===== config.mk =====
export PLATFORM = sky130hd
export DESIGN_NAME = smram_tseg_ctrl
export DESIGN_NICKNAME = d
export VERILOG_FILES = /design/src/rtl/smram_pkg.sv /design/src/rtl/smram_cfg_regs.sv /design/src/rtl/smram_view_decode.sv /design/src/rtl/smram_acc_filter.sv /design/src/rtl/smram_tseg_ctrl.sv
export SDC_FILE = /design/constraint.sdc
export NUM_CORES = 1
export LEC_CHECK = 0
export ABC_AREA = 1
export ABC_CLOCK_PERIOD_IN_PS = 5800
export CAP_MARGIN = 5
export CELL_PAD_IN_SITES_DETAIL_PLACEMENT = 1
export CELL_PAD_IN_SITES_GLOBAL_PLACEMENT = 2
export CORE_MARGIN = 2
export CORE_UTILIZATION = 25
export DETAILED_ROUTE_END_ITERATION = 7
export PLACE_DENSITY_LB_ADDON = 0.1
export RECOVER_POWER = 50
export SLEW_MARGIN = 10
export SYNTH_ARGS = -nofsm -noshare
export SYNTH_HDL_FRONTEND = slang
export SYNTH_SLANG_ARGS = --single-unit

===== constraint.sdc =====
create_clock -name clk -period 5.8 [get_ports clk]
set_input_delay 0.87 -clock clk [delete_from_list [all_inputs] [get_ports clk]]
set_output_delay 0.87 -clock clk [all_outputs]
set_load 0.01 [all_outputs]

===== src/rtl/smram_pkg.sv =====
package smram_pkg;
  typedef enum logic [1:0] {
    TGT_PASS = 2'd0,
    TGT_PCI  = 2'd1,
    TGT_RAM  = 2'd2,
    TGT_HOLE = 2'd3
  } tgt_e;

  typedef enum logic [1:0] {
    SEL_CTRL  = 2'd0,
    SEL_EXT   = 2'd1,
    SEL_XSIZE = 2'd2,
    SEL_NONE  = 2'd3
  } sel_e;

  // control byte fields
  localparam int B_OPEN = 6;
  localparam int B_LOCK = 4;
  localparam int B_GEN  = 3;
  // extended byte fields
  localparam int B_HEN  = 7;
  localparam int B_SZHI = 2;
  localparam int B_SZLO = 1;
  localparam int B_TEN  = 0;

  localparam logic [7:0] CTRL_RST    = 8'h02;
  localparam logic [7:0] CTRL_WM     = 8'h58;
  localparam logic [7:0] CTRL_WM_LCK = 8'h00;
  localparam logic [7:0] EXT_RST     = 8'h00;
  localparam logic [7:0] EXT_WM      = 8'h87;
  localparam logic [7:0] EXT_WM_LCK  = 8'h00;
endpackage


===== src/rtl/smram_cfg_regs.sv =====
module smram_cfg_regs
  import smram_pkg::*;
#(
  parameter int XS_W        = 16,
  parameter int EXT_TSEG_MB = 16
) (
  input  logic            clk,
  input  logic            rst,
  input  logic            we,
  input  logic [1:0]      sel,
  input  logic [XS_W-1:0] wdata,
  output logic [7:0]      ctrl_q,
  output logic [7:0]      ext_q,
  output logic [XS_W-1:0] xsize_q
);
  localparam logic [XS_W-1:0] QUERY  = '1;
  localparam logic [XS_W-1:0] EXT_V  = XS_W'(EXT_TSEG_MB);
  localparam logic [XS_W-1:0] XS_RST = (EXT_TSEG_MB > 0) ? QUERY : '0;

  sel_e       sel_e_w;
  logic       locked;
  logic [7:0] ctrl_wm, ext_wm;
  logic [7:0] ctrl_nxt, ext_nxt;

  assign sel_e_w = sel_e'(sel);
  assign locked  = ctrl_q[B_LOCK];
  assign ctrl_wm = locked ? CTRL_WM_LCK : CTRL_WM;
  assign ext_wm  = locked ? EXT_WM_LCK : EXT_WM;

  always_comb begin
    ctrl_nxt = (ctrl_q & ~ctrl_wm) | (wdata[7:0] & ctrl_wm);
    if (ctrl_nxt[B_LOCK]) ctrl_nxt[B_OPEN] = 1'b0;
    ext_nxt = (ext_q & ~ext_wm) | (wdata[7:0] & ext_wm);
  end

  always_ff @(posedge clk) begin
    if (rst) begin
      ctrl_q <= CTRL_RST;
      ext_q  <= EXT_RST;
    end else if (we) begin
      case (sel_e_w)
        SEL_CTRL: ctrl_q <= ctrl_nxt;
        SEL_EXT:  ext_q  <= ext_nxt;
        default: ;
      endcase
    end
  end

  generate
    if (EXT_TSEG_MB > 0) begin : g_xsize
      always_ff @(posedge clk) begin
        if (rst) xsize_q <= XS_RST;
        else if (we && sel_e_w == SEL_XSIZE)
          xsize_q <= (wdata == QUERY) ? EXT_V : wdata;
      end
    end else begin : g_noxsize
      assign xsize_q = '0;
    end
  endgenerate
endmodule


===== src/rtl/smram_view_decode.sv =====
module smram_view_decode #(
  parameter int ADDR_W      = 32,
  parameter int XS_W        = 16,
  parameter int EXT_TSEG_MB = 16,
  parameter int MB_SHIFT    = 20
) (
  input  logic              clk,
  input  logic              rst,
  input  logic              d_open,
  input  logic              g_en,
  input  logic              h_en,
  input  logic              t_en,
  input  logic [1:0]        sz_code,
  input  logic [ADDR_W-1:0] lowtop,
  output logic              nlow_q,
  output logic              nhigh_q,
  output logic              slow_q,
  output logic              shigh_q,
  output logic              ton_q,
  output logic [XS_W-1:0]   mb_q,
  output logic [ADDR_W-1:0] base_q,
  output logic [ADDR_W-1:0] end_q
);
  localparam logic [XS_W-1:0] EXT_V = XS_W'(EXT_TSEG_MB);

  logic [XS_W-1:0]   mb_raw, mb_c;
  logic [ADDR_W-1:0] size_b;
  logic              on_c;

  always_comb begin
    case (sz_code)
      2'd0:    mb_raw = XS_W'(1);
      2'd1:    mb_raw = XS_W'(2);
      2'd2:    mb_raw = XS_W'(8);
      default: mb_raw = EXT_V;
    endcase
    on_c   = t_en && g_en && (mb_raw != '0);
    mb_c   = on_c ? mb_raw : '0;
    size_b = ADDR_W'(mb_c) << MB_SHIFT;
  end

  always_ff @(posedge clk) begin
    if (rst) begin
      nlow_q  <= 1'b0;
      nhigh_q <= 1'b0;
      slow_q  <= 1'b0;
      shigh_q <= 1'b0;
      ton_q   <= 1'b0;
      mb_q    <= '0;
      base_q  <= '0;
      end_q   <= '0;
    end else begin
      nlow_q  <= d_open && !h_en;
      nhigh_q <= d_open && h_en;
      slow_q  <= g_en && !h_en;
      shigh_q <= g_en && h_en;
      ton_q   <= on_c;
      mb_q    <= mb_c;
      base_q  <= lowtop - size_b;
      end_q   <= lowtop;
    end
  end
endmodule


===== src/rtl/smram_acc_filter.sv =====
module smram_acc_filter
  import smram_pkg::*;
#(
  parameter int ADDR_W = 32,
  parameter logic [ADDR_W-1:0] LEG_BASE = 'h000A_0000,
  parameter logic [ADDR_W-1:0] WIN_SIZE = 'h0002_0000,
  parameter logic [ADDR_W-1:0] HI_BASE  = 'hFEDA_0000
) (
  input  logic              clk,
  input  logic              rst,
  input  logic              nlow,
  input  logic              nhigh,
  input  logic              slow,
  input  logic              shigh,
  input  logic              ton,
  input  logic [ADDR_W-1:0] base,
  input  logic [ADDR_W-1:0] top,
  input  logic              valid,
  input  logic              we,
  input  logic              smm,
  input  logic [ADDR_W-1:0] addr,
  output logic              vld_q,
  output logic [1:0]        tgt_q,
  output logic              ones_q,
  output logic              drop_q
);
  localparam logic [ADDR_W-1:0] LEG_END = LEG_BASE + WIN_SIZE;
  localparam logic [ADDR_W-1:0] HI_END  = HI_BASE + WIN_SIZE;

  logic in_seg, in_leg, in_hi;
  tgt_e tgt_c;

  assign in_seg = ton && (addr >= base) && (addr < top);
  assign in_leg = (addr >= LEG_BASE) && (addr < LEG_END);
  assign in_hi  = (addr >= HI_BASE) && (addr < HI_END);

  always_comb begin
    if (in_seg)
      tgt_c = smm ? TGT_RAM : TGT_HOLE;
    else if (in_leg)
      tgt_c = (nlow || (smm && slow)) ? TGT_RAM : TGT_PCI;
    else if (in_hi)
      tgt_c = (nhigh || (smm && shigh)) ? TGT_RAM : TGT_PASS;
    else
      tgt_c = TGT_PASS;
  end

  always_ff @(posedge clk) begin
    if (rst) begin
      vld_q  <= 1'b0;
      tgt_q  <= TGT_PASS;
      ones_q <= 1'b0;
      drop_q <= 1'b0;
    end else begin
      vld_q  <= valid;
      tgt_q  <= valid ? tgt_c : TGT_PASS;
      ones_q <= valid && !we && tgt_c == TGT_HOLE;
      drop_q <= valid && we && tgt_c == TGT_HOLE;
    end
  end
endmodule


===== src/rtl/smram_tseg_ctrl.sv =====
module smram_tseg_ctrl
  import smram_pkg::*;
#(
  parameter int ADDR_W      = 32,
  parameter int XS_W        = 16,
  parameter int EXT_TSEG_MB = 16,
  parameter int MB_SHIFT    = 20
) (
  input  logic              clk,
  input  logic              rst,
  input  logic              cfg_we,
  input  logic [1:0]        cfg_sel,
  input  logic [XS_W-1:0]   cfg_wdata,
  output logic [7:0]        ctrl_rd,
  output logic [7:0]        ext_rd,
  output logic [XS_W-1:0]   xsize_rd,
  input  logic [ADDR_W-1:0] lowmem_top,
  output logic              nsmm_low_ram,
  output logic              nsmm_high_open,
  output logic              smm_low_ram,
  output logic              smm_high_ram,
  output logic [XS_W-1:0]   tseg_mb,
  output logic [ADDR_W-1:0] tseg_base,
  input  logic              acc_valid,
  input  logic              acc_we,
  input  logic              acc_smm,
  input  logic [ADDR_W-1:0] acc_addr,
  output logic              acc_tgt_valid,
  output logic [1:0]        acc_tgt,
  output logic              acc_rd_ones,
  output logic              acc_wr_drop
);
  logic              seg_on;
  logic [ADDR_W-1:0] seg_end;

  smram_cfg_regs #(.XS_W(XS_W), .EXT_TSEG_MB(EXT_TSEG_MB)) u_regs (
    .clk(clk), .rst(rst), .we(cfg_we), .sel(cfg_sel), .wdata(cfg_wdata),
    .ctrl_q(ctrl_rd), .ext_q(ext_rd), .xsize_q(xsize_rd)
  );

  smram_view_decode #(
    .ADDR_W(ADDR_W), .XS_W(XS_W), .EXT_TSEG_MB(EXT_TSEG_MB), .MB_SHIFT(MB_SHIFT)
  ) u_view (
    .clk(clk), .rst(rst),
    .d_open(ctrl_rd[B_OPEN]), .g_en(ctrl_rd[B_GEN]),
    .h_en(ext_rd[B_HEN]), .t_en(ext_rd[B_TEN]), .sz_code(ext_rd[B_SZHI:B_SZLO]),
    .lowtop(lowmem_top),
    .nlow_q(nsmm_low_ram), .nhigh_q(nsmm_high_open),
    .slow_q(smm_low_ram), .shigh_q(smm_high_ram),
    .ton_q(seg_on), .mb_q(tseg_mb), .base_q(tseg_base), .end_q(seg_end)
  );

  smram_acc_filter #(.ADDR_W(ADDR_W)) u_filt (
    .clk(clk), .rst(rst),
    .nlow(nsmm_low_ram), .nhigh(nsmm_high_open),
    .slow(smm_low_ram), .shigh(smm_high_ram),
    .ton(seg_on), .base(tseg_base), .top(seg_end),
    .valid(acc_valid), .we(acc_we), .smm(acc_smm), .addr(acc_addr),
    .vld_q(acc_tgt_valid), .tgt_q(acc_tgt), .ones_q(acc_rd_ones), .drop_q(acc_wr_drop)
  );
endmodule


==> impl_results.md <==
* #FFs+latches synth at 81
* Commonest cells in the netlist: inv_1 (121), nand2_1 (95), dfxtp_1 (81), nor2_1 (70), ha_1 (48)
* CP peak stage delay at 0.53 ns
* Mux cell area share after synthesis at 0%
* Static Leak at 2.92 nW
* CTS clock-pin slew for the worst setup and hold paths at 0.06 ns
* CP Max Fanout at 3
* DRC viols at 0
* Combinational family with the most area after synthesis: simple AND/OR/NAND/NOR gates
* Effective utilization at floorplan at 25.7%
* DR vias at 4084
* Clock Tree Root: clkbuf_16
* CTS tree: built
* Worst Hold Slack at 0.464 ns
* Num CTS Buffers at 9
* Post-synthesis adder-cell area fraction at 13.9%
* Tmin final at 2.92 ns
* Top cell type's share of synthesized area at 36.3%
* Largest net degree at the start of global routing at 65
* Skew final at 0.00523 ns
* GR Overflow Total at 0
* Slowest cell on crit path: dlygate4sd3_1
* Synth Area in XOR/XNOR at 0%
* Post-CTS setup buffers at 0
* # diodes at 0
* Gr usage total at 14.2%
* DR iter-0 viols at 72
* F_max at 0.342 GHz
* Synth top area cells: dfxtp_1 (36%), ha_1 (13%), inv_1 (10%)
* WP data arrival at 3.12 ns
* PwrDens at 235 nW/um^2
* Peak VDD IR at 0.000137 V
* CP Cell Sequence: dlygate4sd3_1, inv_1, ha_1, inv_1, fa_1, nor2_1, o21bai_1, nand2_1, nand3_1, nor2_1, nand2_1, o21ai_0, a21oi_1
* Die area at 19000 um^2
* Clock Sinks at 81
* Crit path max-delay family: buffers and inverters
* Worst-Skew Late Latency at 0.34 ns
* Top-count cell post-synth: inv_1
* Critical Path Start Type: input port
* Count of cell types in the netlist at 37
* First-pass GRT wire length at 20.5 mm
* Final Hold Vio Count at 0
* Worst slew margin at 30.5%
* Mapped Cells at 605
* Post-CTS resize count at 0
* Unrepaired setup endpoints after global routing: false
* Buf/Inv on CP at 3
* Initial antenna violation count at 0
* Core footprint at 17400 um^2
* Dpl hpwl at 10.8 mm
* Die Width at 138 um
* Max Cap Viol at 0
* DRT Pass-1 Iters at 4
* Bufs on Longest Clock Path at 2
* Ys flop type: dfxtp_1
* Max Transition Viols Final at 0
* Final antenna-violating net count at 0
* Worst Hold Depth at 2
* Post-Place Setup Slack at 2.64 ns
* # IOs at 177
* Drt via density at 4.23
* Status: complete, no violations
* H-tree Lvls at 3
* Area Overhead vs Synth at 41.1%
* Synth Area in Simple Gates at 20.1%
* Mean Syn Cell Area at 7.39 um^2
* Netlist Area Pre-Place at 4470 um^2
* Reg-to-reg setup timing slack at 3.08 ns
* Hold WC Path Type: reg2reg
* PortBufs at 155
* Share of cells above drive strength 1 at 4.05%
* YS warnings at 0
* Vias in the first global route at 4217
* Post-route setup TNS at 0 ns
* RePlAce Congestion at 0.790
* Final Cycle Share at 50.4%
* Crit path kind: in2reg
* Worst R2R Path Depth at 13
* Reg2reg end: u_view.base_q[30]$_SDFF_PP0_
* Vert. Die Dim at 138 um
* WL/cell at 13.8 um
* Area fraction in compound gates after synthesis at 10.8%
* Worst Tran Pin Value at 1.03 ns
* Final setup viols at 0
* Setup slack after layout at 2.88 ns
* Register area share after synthesis at 36.3%
* Row cnt at 48
* Post-Route WL at 13.3 mm
* Async S/R FF share, synth at 0%
* EDFF count, synth at 0
* Final Net Count at 872
* Worst setup EP type: flip-flop
* Crit path required time at 6.00 ns
* Hold buffers post-CTS at 0
* Area leader, netlist: dfxtp_1
registers in the layout, summed over array words and instances (netlist names), named ones only:
register        count
u_view.nhigh_q      1
u_view.nlow_q       1
u_view.slow_q       1
u_regs.xsize_q     16
u_filt.tgt_q        2
u_view.base_q      12
u_filt.ones_q       1
u_view.end_q       32
u_view.ton_q        1
u_filt.vld_q        1
u_view.mb_q         4
u_filt.drop_q       1
u_view.shigh_q      1
u_regs.ctrl_q       2
tightest hold or removal path: stages, from the launching register on:
cell and delay (ns):
dfxtp_1 0.32, inv_1 0.05, a21oi_1 0.05
final cells by class:
class                   count  area (um^2)
clock inverters             6         82.6
fillers                  2127        11100
repair buffers            156         1550
clock buffers              10          229
inverters                 122          458
well taps                 225          282
flip-flops and latches     81         1620
multi-input cells         365         2080
layer usage:
layer	up-vias	global-route usage [%]	share of wire, %
li1	2088	-	-
met1	1887	15.8	42
met2	98	24.9	49
met3	11	5.59	8.4
met4	0	4.64	1.3
met5	-	0	0
worst max-delay path by stage:
stage	cells past startpoint	start	end
after floorplan	12	lowmem_top[20]	u_view.base_q[30]$_SDFF_PP0_
after global routing	13	lowmem_top[20]	u_view.base_q[30]$_SDFF_PP0_
final	13	lowmem_top[20]	u_view.base_q[30]$_SDFF_PP0_
after CTS	6	cfg_wdata[3]	u_regs.xsize_q[0]$_SDFFE_PP1P_
after global placement	6	cfg_wdata[3]	u_regs.xsize_q[2]$_SDFFE_PP1P_
after detailed placement	6	cfg_wdata[3]	u_regs.xsize_q[0]$_SDFFE_PP1P_
power by group:
part           internal [W]  switching [W]
clock network      0.000375       0.000244
registers          0.000582      0.0000136
logic              0.000134       0.000130
total               0.00109       0.000387
through the flow:
stage	instance area [um^2]	total power [W]	utilization [%]	instances
after detailed placement	5990	0.000880	34.5	949
after CTS	6300	0.00151	36.3	965
after global placement	5990	0.000874	34.5	949
after floorplan	4540	0.000754	-	624
after global routing	6300	0.00157	36.3	965
final	6300	0.00148	36.3	965
cell usage in the layout, fill, tap and decap left out, drive strengths merged:
master,count
fa,1
o21bai,2
nand4,12
bufinv,2
a211oi,1
o21a,1
o211ai,1
a31oi,1
nand2,97
buf,2
clkinv,3
clkbuf,10
clkinvlp,1
a21oi,47
nor4,5
dlygate4sd3,32
ha,48
or3,1
nor2,72
clkdlybuf4s50,122
a21boi,1
o22ai,1
inv,122
conb,21
a21o,2
nand3b,1
a22oi,4
o21ai,27
dfxtp,81
nand3,12
nor3,7
cell families (layout without fill, tap and decap cells):
kind of cell	Yosys count	count (layout)
other	2	21
and+or+nand+nor	207	207
adders and majority gates	49	49
DFF	81	81
AOI/OAI and AO/OA	88	88
buffers and inverters	178	294
Power figures use the tool's default switching activity.
